[config.mk]
export PLATFORM = sky130hd
export DESIGN_NAME = intc_top
export DESIGN_NICKNAME = d
export VERILOG_FILES = /design/src/rtl/intc_pkg.sv /design/src/rtl/intc_cond.sv /design/src/rtl/intc_arbiter.sv /design/src/rtl/intc_top.sv
export SDC_FILE = /design/constraint.sdc
export NUM_CORES = 2
export LEC_CHECK = 0
export BUFFER_PORTS_ARGS = -buffer_cell sky130_fd_sc_hd__clkbuf_2
export CAP_MARGIN = 20
export CORE_MARGIN = 4
export CORE_UTILIZATION = 29
export DETAILED_ROUTE_END_ITERATION = 8
export GPL_TIMING_DRIVEN = 0
export SKIP_CTS_REPAIR_TIMING = 1
export SLEW_MARGIN = 20
export SYNTH_ARGS = -nofsm -noshare
export SYNTH_HDL_FRONTEND = slang
export SYNTH_SLANG_ARGS = --single-unit
[constraint.sdc]
create_clock -name clk_i -period 48.9 [get_ports clk_i]
set_clock_uncertainty 0.1 [all_clocks]
set_input_delay 2.445 -clock clk_i [delete_from_list [all_inputs] [get_ports clk_i]]
set_output_delay 2.445 -clock clk_i [all_outputs]
set_load 0.1 [all_outputs]
[src/rtl/intc_pkg.sv]
package intc_pkg;
    localparam int ADDR_W = 7;
    localparam int NUM_CH = 2;

    // low three address bits inside a channel window
    localparam logic [2:0] OFS_MASKED = 3'd0;
    localparam logic [2:0] OFS_STATUS = 3'd1;
    localparam logic [2:0] OFS_EN_SET = 3'd2;
    localparam logic [2:0] OFS_EN_CLR = 3'd3;
    localparam logic [2:0] OFS_CUR    = 3'd4;
    localparam logic [2:0] OFS_ACK    = 3'd5;
    localparam logic [2:0] OFS_END    = 3'd6;
    localparam logic [2:0] OFS_THR    = 3'd7;

    localparam logic [ADDR_W-1:0] ADR_POL  = 7'h10;
    localparam logic [ADDR_W-1:0] ADR_SSEL = 7'h11;

    typedef enum logic {CH_NORM = 1'b0, CH_FAST = 1'b1} chan_e;
endpackage

[src/rtl/intc_cond.sv]
module intc_cond #(
    parameter int N = 32
) (
    input  logic [N-1:0] src_i,
    input  logic [N-1:0] pol_i,
    input  logic [N-1:0] ssel_i,
    input  logic [N-1:0] latch_i,
    output logic [N-1:0] level_o,
    output logic [N-1:0] view_o
);
    for (genvar i = 0; i < N; i++) begin : g_bit
        assign level_o[i] = pol_i[i] ? src_i[i] : ~src_i[i];
        assign view_o[i]  = ssel_i[i] ? latch_i[i] : level_o[i];
    end
endmodule

[src/rtl/intc_arbiter.sv]
module intc_arbiter #(
    parameter int N  = 32,
    parameter int PW = 3,
    parameter int TW = 4,
    localparam int IW = $clog2(N)
) (
    input  logic [N-1:0]         masked_i,
    input  logic [N-1:0][PW-1:0] prio_i,
    input  logic [TW-1:0]        thr_i,
    output logic                 valid_o,
    output logic [IW-1:0]        id_o,
    output logic [PW-1:0]        prio_o
);
    always_comb begin
        valid_o = 1'b0;
        id_o    = '0;
        prio_o  = '0;
        // ascending scan with strict compare keeps the lowest index on ties
        for (int i = 0; i < N; i++) begin
            if (masked_i[i] && (TW'(prio_i[i]) < thr_i)
                && (!valid_o || (prio_i[i] < prio_o))) begin
                valid_o = 1'b1;
                id_o    = IW'(i);
                prio_o  = prio_i[i];
            end
        end
    end
endmodule

[src/rtl/intc_top.sv]
module intc_top
    import intc_pkg::*;
#(
    parameter int NUM_SRC = 32,
    parameter int PRIO_W  = 3,
    parameter int THR_W   = 4
) (
    input  logic               clk_i,
    input  logic               rst_ni,
    input  logic [NUM_SRC-1:0] src_i,
    input  logic               bus_wr_i,
    input  logic               bus_rd_i,
    input  logic [6:0]         bus_addr_i,
    input  logic [31:0]        bus_wdata_i,
    output logic [31:0]        bus_rdata_o,
    output logic               irq_o,
    output logic               fiq_o
);
    localparam int IW = $clog2(NUM_SRC);
    localparam logic [THR_W-1:0] THR_RST = THR_W'(2 ** PRIO_W);

    typedef struct packed {
        logic [NUM_SRC-1:0]                          pol;
        logic [NUM_SRC-1:0]                          ssel;
        logic [NUM_SRC-1:0]                          latch;
        logic [NUM_CH-1:0][NUM_SRC-1:0]              en;
        logic [NUM_CH-1:0][THR_W-1:0]                thr;
        logic [NUM_CH-1:0][THR_W-1:0]                saved;
        logic [NUM_CH-1:0][NUM_SRC-1:0][PRIO_W-1:0]  prio;
        logic [31:0]                                 rdata;
    } state_t;

    state_t state_d, state_q;

    logic [NUM_SRC-1:0]             level, view;
    logic [NUM_CH-1:0][NUM_SRC-1:0] masked;
    logic [NUM_CH-1:0]              win_valid;
    logic [NUM_CH-1:0][IW-1:0]      win_id;
    logic [NUM_CH-1:0][PRIO_W-1:0]  win_prio;

    intc_cond #(.N(NUM_SRC)) i_cond (
        .src_i   (src_i),
        .pol_i   (state_q.pol),
        .ssel_i  (state_q.ssel),
        .latch_i (state_q.latch),
        .level_o (level),
        .view_o  (view)
    );

    for (genvar c = 0; c < NUM_CH; c++) begin : g_ch
        assign masked[c] = view & state_q.en[c];
        intc_arbiter #(.N(NUM_SRC), .PW(PRIO_W), .TW(THR_W)) i_arb (
            .masked_i (masked[c]),
            .prio_i   (state_q.prio[c]),
            .thr_i    (state_q.thr[c]),
            .valid_o  (win_valid[c]),
            .id_o     (win_id[c]),
            .prio_o   (win_prio[c])
        );
    end

    function automatic logic [31:0] pend_word(logic v, logic [IW-1:0] id);
        logic [31:0] w;
        w = '0;
        w[31] = v;
        w[IW-1:0] = id;
        return w;
    endfunction

    logic               in_chan, ch, pch;
    logic [2:0]         ofs;
    logic [4:0]         psrc;
    logic [NUM_SRC-1:0] wbits, clr;

    always_comb begin
        in_chan = (bus_addr_i[6:4] == 3'd0);
        ch      = bus_addr_i[3];
        ofs     = bus_addr_i[2:0];
        pch     = bus_addr_i[5];
        psrc    = bus_addr_i[4:0];
        wbits   = bus_wdata_i[NUM_SRC-1:0];
        clr     = '0;
        state_d = state_q;

        if (bus_wr_i) begin
            if (in_chan) begin
                case (ofs)
                    OFS_STATUS: clr = wbits;
                    OFS_EN_SET: state_d.en[ch] = state_q.en[ch] | wbits;
                    OFS_EN_CLR: state_d.en[ch] = state_q.en[ch] & ~wbits;
                    OFS_THR:    state_d.thr[ch] = bus_wdata_i[THR_W-1:0];
                    default: ;
                endcase
            end else if (bus_addr_i == ADR_POL) begin
                state_d.pol = wbits;
            end else if (bus_addr_i == ADR_SSEL) begin
                state_d.ssel = wbits;
            end else if (bus_addr_i[6] && (int'(psrc) < NUM_SRC)) begin
                state_d.prio[pch][psrc[IW-1:0]] = bus_wdata_i[PRIO_W-1:0];
            end
        end

        state_d.latch = (state_q.latch & ~clr) | level;

        if (bus_rd_i) begin
            state_d.rdata = '0;
            if (in_chan) begin
                case (ofs)
                    OFS_MASKED: state_d.rdata[NUM_SRC-1:0] = masked[ch];
                    OFS_STATUS: state_d.rdata[NUM_SRC-1:0] = view;
                    OFS_EN_SET,
                    OFS_EN_CLR: state_d.rdata[NUM_SRC-1:0] = state_q.en[ch];
                    OFS_CUR:    state_d.rdata = pend_word(win_valid[ch], win_id[ch]);
                    OFS_ACK: begin
                        state_d.rdata = pend_word(win_valid[ch], win_id[ch]);
                        if (win_valid[ch]) begin
                            state_d.saved[ch] = state_q.thr[ch];
                            state_d.thr[ch]   = THR_W'(win_prio[ch]);
                        end
                    end
                    OFS_END: begin
                        state_d.rdata[THR_W-1:0] = state_q.saved[ch];
                        state_d.thr[ch]          = state_q.saved[ch];
                    end
                    default:    state_d.rdata[THR_W-1:0] = state_q.thr[ch];
                endcase
            end else if (bus_addr_i == ADR_POL) begin
                state_d.rdata[NUM_SRC-1:0] = state_q.pol;
            end else if (bus_addr_i == ADR_SSEL) begin
                state_d.rdata[NUM_SRC-1:0] = state_q.ssel;
            end else if (bus_addr_i[6] && (int'(psrc) < NUM_SRC)) begin
                state_d.rdata[PRIO_W-1:0] = state_q.prio[pch][psrc[IW-1:0]];
            end
        end
    end

    always_ff @(posedge clk_i) begin
        if (!rst_ni) begin
            state_q       <= '0;
            state_q.pol   <= '1;
            state_q.thr   <= {NUM_CH{THR_RST}};
            state_q.saved <= {NUM_CH{THR_RST}};
        end else begin
            state_q <= state_d;
        end
    end

    assign bus_rdata_o = state_q.rdata;
    assign irq_o       = win_valid[CH_NORM];
    assign fiq_o       = win_valid[CH_FAST];
endmodule

==> run_results.csv <==
group,metric,value,unit
detailed_routing,wire_per_inst,23.6,microns
grt,first_global_vias,31267,
sta,fmax,21.9,MHz
place,dp.cells,5875,
die,io-pin-count,109,
yosys,synth_top_area_share,0.250,
final_layout,layout_commonest_cell,"nand2_1",
critical_path,cpMostUsedCell,"ha_1",
clock_network,cts_buffer_depth,3,
detailed_routing,drtIter0Drc,3917,
sta,period_share,0.933,
critical_path,cp_data_arrival_time,46.03,ns
die,core,109000,sq um
place,gp_congestion,1.01,
detailed_routing,drc,0,
sta,setup_viol,0,
yosys,ys_warn_count,0,
yosys,synth_edf_count,0,
clock_network,cts_tree,"done",
grt,grt_overflow,0,
final_layout,mostFrequentLayoutCells,"nand2_1 (657), a21oi_1 (556), dfxtp_1 (400)",
yosys,postSynthAreaPerCell,7.45,sq um
final_layout,layout-drive-gt1-share,0.106,
sta,slew_headroom,0.166,
yosys,seq_area_frac_synth,0.250,
yosys,yosys.area.top_type,"dfxtp_1",
critical_path,crit_path_max_fanout,10,
clock_network,numCtsBuffers,46,
detailed_routing,drt_pass1_iterations,8,
critical_path,critPathRequiredTime,49.28,ns
detailed_routing,vias,34395,
critical_path,worstSetupStartpointType,"input port",
sta,holdWs,0.354,ns
die,die-area,116000,sq um
critical_path,cpMaxStageDelayCell,"o41ai_4",
flow_run,drv_cap,0,
sta,drv_slew,0,
yosys,synthesis.nets,4572,
final_layout,areaGrowthSynthToFinish,12.9,%
grt,grt_max_degree,29,
power_and_ir_drop,power.density,21.4,nW/um^2
sta,period_needed,45.65,ns
grt,grt_pass1_wl,205000,microns
clock_network,clk-insertion-delay-late,0.61,ns
critical_path,critPathKind,"in -> reg",
sta,hold_viol,0,
detailed_routing,antenna_left,0,
final_layout,final_nets,4733,
yosys,synth_seq_cells,400,
clock_network,cts.clk_slew.worst_paths,0.06,ns
detailed_routing,wirelength,141000,microns
power_and_ir_drop,leakage,13.2,nW
yosys,syn_area,32000,sq um
die,die_x,340,microns
critical_path,critPathBufInv,25,
clock_network,cts_root_buffer,"clkbuf_16",
critical_path,cp_top_family,"compound AO/OA/AOI/OAI gates",
die,rows,121,
sta,tightest_slew,1.23,ns
yosys,yosys_most_used_dff,"dfxtp_1",
die,die_height,340,microns
place,portBuffers,101,
worst_hold_path,hold_class,"reg -> reg",
place,dp_hpwl,111000,microns
final_layout,fin_cells,5966,
power_and_ir_drop,p_total,0.774,mW
clock_network,cts_sinks,400,
detailed_routing,vias_per_cell,5.77,
critical_path,max_stage_delay,0.56,ns
yosys,ys_async_sr_fraction,0,
yosys,synth_area_leaders,"dfxtp_1 (25%), a21oi_1 (8.7%), ha_1 (8.1%), nand2_1 (7.7%), o21ai_0 (5.6%)",
grt,antenna_found_initial,6,
grt,grt.total_usage,0.231,
yosys,syn_inst,4291,
yosys,synth_cell_type_count,125,
critical_path,worst_setup_path_end_kind,"register",
power_and_ir_drop,ir_drop,0.0000204,V
clock_network,htreeDepth,2,
status,status,"finished clean",
die,initial_utilization,0.293,
==> Yosys cell counts, types with 23 or more instances <==
| cell | number |
|---|---|
| a211oi_1 | 31 |
| a21o_1 | 112 |
| a21oi_1 | 559 |
| a22oi_1 | 42 |
| a31oi_1 | 37 |
| and2_1 | 30 |
| buf_1 | 28 |
| buf_4 | 34 |
| clkbuf_1 | 202 |
| dfxtp_1 | 400 |
| ha_1 | 206 |
| inv_1 | 140 |
| mux2_2 | 58 |
| mux2i_1 | 50 |
| mux4_2 | 63 |
| nand2_1 | 657 |
| nand2b_1 | 117 |
| nand3_1 | 119 |
| nor2_1 | 373 |
| nor2b_1 | 23 |
| nor3_1 | 42 |
| o211ai_1 | 90 |
| o21a_1 | 29 |
| o21ai_0 | 359 |
| o221ai_1 | 41 |
| xor2_1 | 27 |
==> layer usage <==
metal,global-route usage,up-vias,routed length [microns]
met3,0.0448,277,13200
met2,0.339,1702,57600
met5,0,-,11
li1,-,15995,-
met1,0.319,16419,60800
met4,0.125,2,8910
==> state kept, by name, summed over array words and instances (netlist names) <==
register and flops:
bus_rdata_o 32, state_q 368
==> tightest hold or removal path, delay by kind of cell, from the launching register on <==
family | cells | cell delay [ns]
flip-flops | 1 | 0.30
AO/OA/AOI/OAI | 1 | 0.05
AND/OR/NAND/NOR | 1 | 0.05
==> cell type report <==
cell class,instances,area (sq um)
Antenna cell,4,10.0
Buffer,273,1190
Clock buffer,66,1370
Clock inverter,16,150
Fill cell,11641,73100
Inverter,141,529
Multi-Input combinational cell,3477,22300
Sequential cell,400,8010
Tap cell,1476,1850
Timing Repair Buffer,113,644
==> through the flow <==
stage               utilization  setup TNS (ns)  instance area [sq um]  setup slack [ns]
floorplan                     -               0                  32000              8.80
global placement          0.315               0                  34300              2.15
detailed placement        0.316               0                  34500              1.99
CTS                       0.330               0                  36000              2.41
global route              0.331         -0.0193                  36100           -0.0193
finish                    0.331               0                  36100              3.25
==> kinds of logic after synthesis <==
kind of cell,after synthesis,synth area share
mux,177,0.0834
fa+ha+maj,213,0.0828
xor+xnor,32,0.00900
compound gates,1566,0.313
flops,400,0.250
simple gates,1489,0.208
buf+inv,414,0.0535
==> power by group <==
group | switching (mW) | leakage, nW | internal [mW]
sequential | 0.00276 | 3.23 | 0.329
clock | 0.155 | 0.748 | 0.205
combinational | 0.0620 | 9.21 | 0.0197
total | 0.219 | 13.2 | 0.554
==> worst paths after layout <==
path                                                 to                     from  slack (ns)  cells after the start
worst max register to register  state_q[238]$_SDFF_PN0_  state_q[238]$_SDFF_PN0_        4.28                    222
worst min-delay path            state_q[330]$_SDFF_PN0_  state_q[330]$_SDFF_PN0_        0.35                      2
worst max-delay path            state_q[238]$_SDFF_PN0_                 src_i[0]        3.25                    220
worst min register to register  state_q[330]$_SDFF_PN0_  state_q[330]$_SDFF_PN0_        0.35                      2
Power figures use the tool's default switching activity.
